### src/rtl/pwr_sup_pkg.sv
package pwr_sup_pkg;

  typedef enum logic [2:0] {
    ST_POR  = 3'd0,
    ST_RUN  = 3'd1,
    ST_WARN = 3'd2,
    ST_PFR  = 3'd3,
    ST_BKUP = 3'd4
  } state_e;

  typedef enum logic [1:0] {
    LV_OK   = 2'd0,
    LV_WARN = 2'd1,
    LV_MIN  = 2'd2,
    LV_BKUP = 2'd3
  } level_e;

  // worst flag wins, so out-of-order combinations resolve to the most severe stage
  function automatic level_e classify(logic warn, logic min, logic bkup);
    if (bkup)      return LV_BKUP;
    else if (min)  return LV_MIN;
    else if (warn) return LV_WARN;
    else           return LV_OK;
  endfunction

endpackage

### src/rtl/pwr_sync.sv
module pwr_sync #(
  parameter int unsigned      W       = 1,
  parameter int unsigned      STAGES  = 2,
  parameter logic [W-1:0]     RST_VAL = '0
) (
  input  logic         clk_i,
  input  logic         rst_ni,
  input  logic [W-1:0] d_i,
  output logic [W-1:0] q_o
);

  logic [STAGES-1:0][W-1:0] stg_q;

  if (STAGES == 1) begin : g_one
    always_ff @(posedge clk_i or negedge rst_ni) begin
      if (!rst_ni) stg_q[0] <= RST_VAL;
      else         stg_q[0] <= d_i;
    end
  end else begin : g_chain
    always_ff @(posedge clk_i or negedge rst_ni) begin
      if (!rst_ni) stg_q <= {STAGES{RST_VAL}};
      else         stg_q <= {stg_q[STAGES-2:0], d_i};
    end
  end

  assign q_o = stg_q[STAGES-1];

endmodule

### src/rtl/pwr_prog_filter.sv
module pwr_prog_filter #(
  parameter int unsigned FILT_CYCLES = 48
) (
  input  logic clk_i,
  input  logic rst_ni,
  input  logic prog_s_i,
  output logic boot_req_o
);

  localparam int unsigned CW = $clog2(FILT_CYCLES + 1);
  localparam logic [CW-1:0] LAST = CW'(FILT_CYCLES - 1);

  logic          filt_q;
  logic [CW-1:0] cnt_q;
  logic          req_q;
  logic          mismatch;

  assign mismatch = prog_s_i != filt_q;

  always_ff @(posedge clk_i or negedge rst_ni) begin
    if (!rst_ni) begin
      filt_q <= 1'b1;
      cnt_q  <= '0;
      req_q  <= 1'b0;
    end else begin
      req_q <= 1'b0;
      if (!mismatch) begin
        cnt_q <= '0;
      end else if (cnt_q == LAST) begin
        cnt_q  <= '0;
        filt_q <= prog_s_i;
        req_q  <= !prog_s_i;
      end else begin
        cnt_q <= cnt_q + 1'b1;
      end
    end
  end

  assign boot_req_o = req_q;

endmodule

### src/rtl/pwr_seq.sv
module pwr_seq
  import pwr_sup_pkg::*;
#(
  parameter int unsigned POR_CYCLES = 21504
) (
  input  logic   clk_i,
  input  logic   rst_ni,
  input  level_e lvl_i,
  input  logic   ext_low_i,
  input  logic   warn_en_i,
  output state_e state_o,
  output logic   irq_o
);

  localparam int unsigned CW = $clog2(POR_CYCLES + 1);
  localparam logic [CW-1:0] LAST = CW'(POR_CYCLES - 1);

  state_e        st_q, st_d;
  logic [CW-1:0] cnt_q;
  logic          armed_q;
  logic          irq_q;
  logic          enter_warn;

  always_comb begin
    st_d = st_q;
    unique case (st_q)
      ST_POR: begin
        if (lvl_i == LV_BKUP)                 st_d = ST_BKUP;
        else if (lvl_i == LV_MIN)             st_d = ST_PFR;
        else if (!ext_low_i && cnt_q == LAST) st_d = ST_RUN;
      end
      ST_RUN, ST_WARN: begin
        if (lvl_i == LV_BKUP)                    st_d = ST_BKUP;
        else if (lvl_i == LV_MIN || ext_low_i)   st_d = ST_PFR;
        else if (lvl_i == LV_WARN)               st_d = ST_WARN;
        else                                     st_d = ST_RUN;
      end
      ST_PFR: begin
        if (lvl_i == LV_BKUP)     st_d = ST_BKUP;
        else if (lvl_i != LV_MIN) st_d = ST_POR;
      end
      ST_BKUP: begin
        if (lvl_i != LV_BKUP) st_d = ST_PFR;
      end
      default: st_d = ST_PFR;
    endcase
  end

  assign enter_warn = (st_d == ST_WARN) && (st_q != ST_WARN);

  always_ff @(posedge clk_i or negedge rst_ni) begin
    if (!rst_ni) begin
      st_q    <= ST_POR;
      cnt_q   <= '0;
      armed_q <= 1'b0;
      irq_q   <= 1'b0;
    end else begin
      st_q <= st_d;
      // external pull inside the hold window restarts it
      if (st_q == ST_POR && !ext_low_i) cnt_q <= cnt_q + 1'b1;
      else                              cnt_q <= '0;
      if (lvl_i == LV_OK)   armed_q <= 1'b1;
      else if (enter_warn)  armed_q <= 1'b0;
      irq_q <= enter_warn && armed_q && warn_en_i;
    end
  end

  assign state_o = st_q;
  assign irq_o   = irq_q;

endmodule

### src/rtl/pwr_supervisor.sv
module pwr_supervisor
  import pwr_sup_pkg::*;
#(
  parameter int unsigned POR_CYCLES  = 21504,
  parameter int unsigned FILT_CYCLES = 48,
  parameter int unsigned SYNC_STAGES = 2,
  parameter logic [7:0]  WARN_VEC    = 8'h2B
) (
  input  logic       clk_i,
  input  logic       rst_ni,
  input  logic       below_warn_i,
  input  logic       below_min_i,
  input  logic       below_bkup_i,
  input  logic       warn_en_i,
  input  logic       rst_line_i,
  output logic       rst_line_oe_o,
  input  logic       prog_ni,
  output logic       warn_irq_o,
  output logic [7:0] warn_vec_o,
  output logic       cpu_rst_o,
  output logic       bus_off_o,
  output logic       bkup_sw_o,
  output logic       bkup_act_no,
  output logic       boot_req_o
);

  // own drive echoes through the line synchroniser for this many cycles
  localparam int unsigned HIST = SYNC_STAGES + 1;

  logic [2:0]      flags_s;
  logic            line_s;
  logic            prog_s;
  logic [HIST-1:0] oe_hist_q;
  logic            ext_low;
  logic            irq;
  level_e          lvl;
  state_e          state;

  pwr_sync #(.W(3), .STAGES(SYNC_STAGES), .RST_VAL(3'b111)) i_sync_flags (
    .clk_i (clk_i),
    .rst_ni(rst_ni),
    .d_i   ({below_bkup_i, below_min_i, below_warn_i}),
    .q_o   (flags_s)
  );

  pwr_sync #(.W(2), .STAGES(SYNC_STAGES), .RST_VAL(2'b11)) i_sync_pins (
    .clk_i (clk_i),
    .rst_ni(rst_ni),
    .d_i   ({rst_line_i, prog_ni}),
    .q_o   ({line_s, prog_s})
  );

  assign lvl = classify(flags_s[0], flags_s[1], flags_s[2]);

  always_ff @(posedge clk_i or negedge rst_ni) begin
    if (!rst_ni) oe_hist_q <= '0;
    else         oe_hist_q <= {oe_hist_q[HIST-2:0], rst_line_oe_o};
  end

  assign ext_low = !line_s && !rst_line_oe_o && !(|oe_hist_q);

  pwr_seq #(.POR_CYCLES(POR_CYCLES)) i_seq (
    .clk_i    (clk_i),
    .rst_ni   (rst_ni),
    .lvl_i    (lvl),
    .ext_low_i(ext_low),
    .warn_en_i(warn_en_i),
    .state_o  (state),
    .irq_o    (irq)
  );

  pwr_prog_filter #(.FILT_CYCLES(FILT_CYCLES)) i_prog (
    .clk_i     (clk_i),
    .rst_ni    (rst_ni),
    .prog_s_i  (prog_s),
    .boot_req_o(boot_req_o)
  );

  assign rst_line_oe_o = (state == ST_PFR) || (state == ST_BKUP);
  assign cpu_rst_o     = (state == ST_PFR) || (state == ST_BKUP) || (state == ST_POR);
  assign bus_off_o     = cpu_rst_o;
  assign bkup_sw_o     = state == ST_BKUP;
  assign bkup_act_no   = !bkup_sw_o;
  assign warn_irq_o    = irq;
  assign warn_vec_o    = irq ? WARN_VEC : 8'h00;

endmodule

### config.mk
export PLATFORM = sky130hd
export DESIGN_NAME = pwr_supervisor
export DESIGN_NICKNAME = d
export VERILOG_FILES = /design/src/rtl/pwr_sup_pkg.sv /design/src/rtl/pwr_sync.sv /design/src/rtl/pwr_prog_filter.sv /design/src/rtl/pwr_seq.sv /design/src/rtl/pwr_supervisor.sv
export SDC_FILE = /design/constraint.sdc
export NUM_CORES = 1
export LEC_CHECK = 0
export ABC_AREA = 1
export CORE_UTILIZATION = 45
export DETAILED_ROUTE_END_ITERATION = 8
export DONT_BUFFER_PORTS = 1
export HOLD_SLACK_MARGIN = 0.1
export PLACE_DENSITY = 0.65
export SKIP_LAST_GASP = 1
export SLEW_MARGIN = 30
export SYNTH_ARGS = -nofsm -noshare
export SYNTH_HDL_FRONTEND = slang
export SYNTH_SLANG_ARGS = --single-unit
### constraint.sdc
create_clock -name clk_i -period 2.8 [get_ports clk_i]
set_input_delay 0.14 -clock clk_i [delete_from_list [all_inputs] [get_ports clk_i]]
set_output_delay 0.14 -clock clk_i [all_outputs]
set_load 0.02 [all_outputs]
-- Yosys cells after proc, flatten, opt, wreduce, memory -nomap -nowiden
Cells that the tools add are included.
- memories: 0
- input port bits: 8
- register bits after elaboration: 41
- latch bits: 0
- memory bits (writable): 0
- memory bits (read-only): 0
- shifts and indexed selects: 0
- div/mod/pow operators: 0
- magnitude comparators: 0
- equality and inequality tests: 14
- bitwise operators: 0
- $mul: 0
- multiplexer cells: 21
- add/subtract/negate cells: 2
- reduce and logical (&&, ||, !) cells: 22
- operator list (kind ; number):
    $mux W3 ; 8
    $mux W6 ; 3
    $add A15 B1 Y15 const B ; 1
    $eq A15 B15 Y1 const B ; 1
    $mux W15 ; 1
    $pmux W3 S4 ; 1
    $eq A3 B2 Y1 const B ; 3
    $logic_and A1 B1 Y1 ; 7
    $add A6 B1 Y6 const B ; 1
    $eq A6 B6 Y1 const B ; 1
    $logic_not A1 Y1 ; 6
    $mux W2 ; 3
    $mux W1 ; 5
    $eq A2 B2 Y1 const B ; 2
    $ne A2 B2 Y1 const B ; 2
    $eq A3 B1 Y1 const B ; 1
    $eq A3 B3 Y1 const B ; 1
    $logic_not A3 Y1 ; 1
    $logic_or A1 B1 Y1 ; 3
    $ne A3 B2 Y1 const B ; 1
    $reduce_or A3 Y1 ; 1
    $eq A2 B1 Y1 const B ; 1
    $logic_not A2 Y1 ; 1
    $reduce_and A2 Y1 ; 1
    other kinds (3) ; 3

-- Depth between registers and ports, before layout
- depth after elaboration: 15
- gate-level depth with buffers: 11
- mapped depth without buffers: 11

-- By module
From an unflattened synthesis, not the netlist that was laid out.
- cell total of the unflattened synthesis: 221
- area total of the unflattened synthesis: 1966.9 µm²
- by module, submodules not included (module ; cells an instance ; times used ; area each (µm²)):
    pwr_seq ; 134 ; 1 ; 1077.3
    pwr_prog_filter ; 43 ; 1 ; 372.9
    pwr_supervisor ; 29 ; 1 ; 216.5
    pwr_sync at i_sync_flags ; 9 ; 1 ; 180.2
    pwr_sync at i_sync_pins ; 6 ; 1 ; 120.1

-- Worst setup path before layout
Ideal clock, no wire load.
- kind: flip-flop to flip-flop
- start point: reg i_seq.cnt_q[0]
- end point: reg i_seq.armed_q
- clock period less this slack: 1370 ps
- stages on the path, launching flop included: 12
- slack: 1430 ps
- arrival time: 1250 ps
- path through: dfrtp_1 -> ha_1 -> nand2_1 -> inv_2 -> nand2_2 -> nor2_4 -> nand3_2 -> nand2_1 -> nand2_1 -> nand2_2 -> o21bai_2 -> nand2_1
- word-level cells in the longest chain between the ends: 9
- ends and longest elaborated chain (item ; line ; source):
    start: declaration ; pwr_seq.sv:19 ; logic [CW-1:0] cnt_q;
    start signal: assignment ; pwr_seq.sv:60 ; if (st_q == ST_POR && !ext_low_i) cnt_q <= cnt_q + 1'b1;
    $eq A15 B15 Y1 ; pwr_seq.sv:30 ; else if (!ext_low_i && cnt_q == LAST) st_d = ST_RUN;
    $logic_and A1 B1 Y1 ; pwr_seq.sv:30 ;
    $mux W3 ; pwr_seq.sv:30 ;
    $mux W3 ; pwr_seq.sv:29 ; else if (lvl_i == LV_MIN) st_d = ST_PFR;
    $mux W3 ; pwr_seq.sv:28 ; if (lvl_i == LV_BKUP) st_d = ST_BKUP;
    $pmux W3 S4 ; pwr_seq.sv:26 ; unique case (st_q)
    named net i_seq.st_d[0] ; pwr_seq.sv:18 ; state_e st_q, st_d;
    $eq A3 B2 Y1 ; pwr_seq.sv:49 ; assign enter_warn = (st_d == ST_WARN) && (st_q != ST_WARN);
    $logic_and A1 B1 Y1 ; pwr_seq.sv:49 ;
    $reduce_bool A2 Y1 (no source line) ; - ;
    end signal: assignment ; pwr_seq.sv:55 ; armed_q <= 1'b0;
    end signal: assignment ; pwr_seq.sv:62 ; if (lvl_i == LV_OK) armed_q <= 1'b1;
    end signal: assignment ; pwr_seq.sv:63 ; else if (enter_warn) armed_q <= 1'b0;
    end: declaration ; pwr_seq.sv:20 ; logic armed_q;
The timed path passes the listed nets, and every way through them passes these cells.
A chain may end at the register's enable or synchronous reset.

-- Final worst setup path
Ends and elaborated chain as after synthesis.

==> results.sh <==
export IMPL_outcome="finished clean"
export IMPL_synth_warning_count=0
export IMPL_cts_sinks=41
export IMPL_clock_path_buffers=2
export IMPL_finalSetupTns_ps=0
export IMPL_grt_use_total=0.151
export IMPL_wl_microns=2910
export IMPL_worstPathMaxFanout=4
export IMPL_drt_pass1_iter_count=5
export IMPL_finalSetupViolCount=0
export IMPL_final_hold_viol_count=0
export IMPL_rr_startpoint="i_seq.cnt_q[0]"
export IMPL_final_area_sq_um=2120
export IMPL_drt_iter0_drc=22
export IMPL_r2r_slack_ps=1310
export IMPL_clk_latency_ps=280
export IMPL_hold_path_class="in -> async"
export IMPL_dp_hpwl_microns=2100
export IMPL_skew_ps=4.16
export IMPL_drive_gt1_frac=0.244
export IMPL_required_ps=2980
export IMPL_final_cell_mix="dfrtp_1 (30), nand2_1 (27), nor2_1 (26), inv_1 (21), dfstp_2 (11)"
export IMPL_grt_pass1_vias=1138
export IMPL_wl_per_cell_microns=11.1
export IMPL_grt_max_degree=42
export IMPL_drc=0
export IMPL_die_w_microns=67.7
export IMPL_nets=222
export IMPL_initial_core_util=0.478
export IMPL_cts_max_level=2
export IMPL_place_area_sq_um=1950
export IMPL_cts_setup_buffers=0
export IMPL_gp_congestion=0.771
export IMPL_row_count=23
export IMPL_path_cells="ha_1 -> nand2_1 -> inv_2 -> nand2_2 -> nor2_4 -> nand3_2 -> nand2_1 -> nand2_1 -> nand2_2 -> o21bai_2 -> nand2_1"
export IMPL_layout_commonest_cell="dfrtp_1"
export IMPL_maxCapViolations=0
export IMPL_yosysSeqAreaShare=0.536
export IMPL_synth_seq_cells=41
export IMPL_cts_tree="yes"
export IMPL_dieArea_sq_um=4580
export IMPL_io_buffer_count=0
export IMPL_vias_per_cell=4.76
export IMPL_syn_inst=203
export IMPL_cellLeakagePower_nw=0.932
export IMPL_overflow=0
export IMPL_setup_worst_path_start="i_seq.cnt_q[0]"
export IMPL_area_growth_pct=9.09
export IMPL_vdd_drop_max_mv=0.410
export IMPL_timing_final_max_slew_violations=0
export IMPL_min_period_over_period=0.532
export IMPL_clkTransAtPathRegs_ps=70
export IMPL_max_slew_margin=0.421
export IMPL_chipHeight_microns=67.7
export IMPL_antenna_found_initial=0
export IMPL_worstPathArrival_ps=1670
export IMPL_crit_top_cell="nand2_1"
export IMPL_r2r_cells=11
export IMPL_cpLargestDelayFamily="simple AND/OR/NAND/NOR gates"
export IMPL_cp_end_kind="register"
export IMPL_fmax_ghz=0.671
export IMPL_numCtsBuffers=5
export IMPL_cts_root_buffer="clkbuf_8"
export IMPL_cts_resized_gates=0
export IMPL_reg2reg_to="i_seq.armed_q"
export IMPL_core_sq_um=4060
export IMPL_critPathKind="reg -> reg"
export IMPL_fillerInstances=365
export IMPL_cpMaxStageDelayCell="dfrtp_1"
export IMPL_grt_pass1_wl_microns=4970
export IMPL_p_per_area_nw_per_um2=687
export IMPL_period_needed_ps=1490
export IMPL_n_antenna_cell=0
export IMPL_cp_endpoint="i_seq.armed_q"
export IMPL_ios=23
export IMPL_critPathMaxStageDelay_ps=410
export IMPL_netlist_area_sq_um=1940
export IMPL_crit_buf_inv=1
export IMPL_yosysUniqueCellTypes=34
export IMPL_rsz0062_at_grt="no"
export IMPL_worstSetupStartpointType="register"
export IMPL_cp_depth=11
export IMPL_syn_area_per_cell_sq_um=9.56
export IMPL_antenna_violating_nets_post_route=0
export IMPL_worst_pin_slew_ps=869
export IMPL_vias=1253
[report_power, final]
group / leakage, nW / switching (W) / internal [W] / total (W)
combinational: 0.372 / 0.000259 / 0.000108 / 0.000367
sequential: 0.521 / 0.0000702 / 0.000660 / 0.000730
clock: 0.0395 / 0.000181 / 0.000177 / 0.000357
[worst register-to-register path, delay by kind of cell, from the launching register on]
kind                     cells  cell delay [ps]
buffers and inverters        1               50
AO/OA/AOI/OAI                1              100
adder cells (fa/ha/maj)      1              220
flip-flops                   1              410
AND/OR/NAND/NOR              8              600
[metrics by stage]
stage	setup WS (ps)	util	std cells	hold slack (ps)	total power (W)
finish	1310	0.522	263	307	0.00145
global route	1180	0.522	263	319	0.00156
CTS	1300	0.522	263	306	0.00148
detailed placement	1320	0.480	247	-154	0.00109
global placement	1340	0.480	247	-154	0.00109
floorplan	1430	-	206	-156	0.00107
[kinds of logic after synthesis]
kind of cell	after synthesis	synth area share
simple gates	98	0.277
other cells	1	0.00193
flops	41	0.536
fa+ha+maj	2	0.0129
compound gates	21	0.0671
buf+inv	36	0.0877
xor+xnor	4	0.0181
[cell type report]
cell class / instances / area, sq um / area share
well taps: 50 / 62.6 / 0.0296
multi-input cells: 129 / 742 / 0.350
repair buffers: 8 / 90.1 / 0.0426
flip-flops and latches: 41 / 1040 / 0.491
inverters: 27 / 103 / 0.0485
clock buffers: 8 / 80.1 / 0.0378
[layer usage]
metal  part of all wire  vias up  wire length (microns)  track usage
met5                  0        -                      0            0
met4             0.0079        0                     23       0.0798
met3              0.030        2                     86       0.0473
met2               0.45       14                   1320        0.215
met1               0.51      584                   1490        0.204
li1                   -      653                      -            -
[synthesized netlist by cell type]
master    number  area, sq um
nor2_2         4         25.0
nor3_2         3         30.0
a211oi_2       1         12.5
nand2_2        8         50.1
nor3_1         5         25.0
o21ai_0        4         20.0
a31oi_1        1         6.26
nor2_1        26         97.6
o21ai_2        1         8.76
nand2_1       27          101
inv_2          5         18.8
clkinv_2       1         5.00
a21boi_0       1         7.51
a21oi_1        8         40.0
o21bai_2       1         11.3
nor2_4         3         33.8
xnor2_1        3         26.3
nor4_1         1         6.26
nand4_1        6         37.5
buf_4          9         67.6
o21ai_1        3         15.0
ha_1           2         25.0
nor4_4         1         21.3
nand4_4        1         21.3
dfstp_2       11          289
conb_1         1         3.75
nand3_2        3         30.0
nand3_1        8         40.0
a21oi_2        1         8.76
xor2_1         1         8.76
nand2_4        1         11.3
dfrtp_1       30          751
inv_1         21         78.8
or2_2          1         6.26
[repair_timing]
action / in CTS / in global routing
endpoints found under the setup margin: 0 / 0
hold buffers: 8 / 0
endpoints found under the hold margin: 47 / 0
[state kept, by name, summed over array words and instances (netlist names)]
| name | flops |
|---|---|
| i_prog.boot_req_o | 1 |
| i_prog.cnt_q | 6 |
| i_prog.filt_q | 1 |
| i_seq.armed_q | 1 |
| i_seq.cnt_q | 15 |
| i_seq.irq_o | 1 |
| i_seq.state_o | 3 |
| i_sync_flags.q_o | 3 |
| i_sync_flags.stg_q | 3 |
| i_sync_pins.q_o | 2 |
| i_sync_pins.stg_q | 2 |
| oe_hist_q | 3 |
[how the worst min path moves through the flow]
stage            from                end  slack, ps  depth (start not counted)
6_report       rst_ni     i_seq.cnt_q[3]        310                          2
3_5_place_dp   rst_ni     i_seq.cnt_q[3]       -150                          0
5_1_grt        rst_ni     i_seq.cnt_q[3]        320                          2
2_1_floorplan  rst_ni  i_prog.boot_req_o       -160                          0
3_3_place_gp   rst_ni     i_seq.cnt_q[3]       -150                          0
4_1_cts        rst_ni     i_seq.cnt_q[3]        310                          2
(Power assumes the default switching activity.)
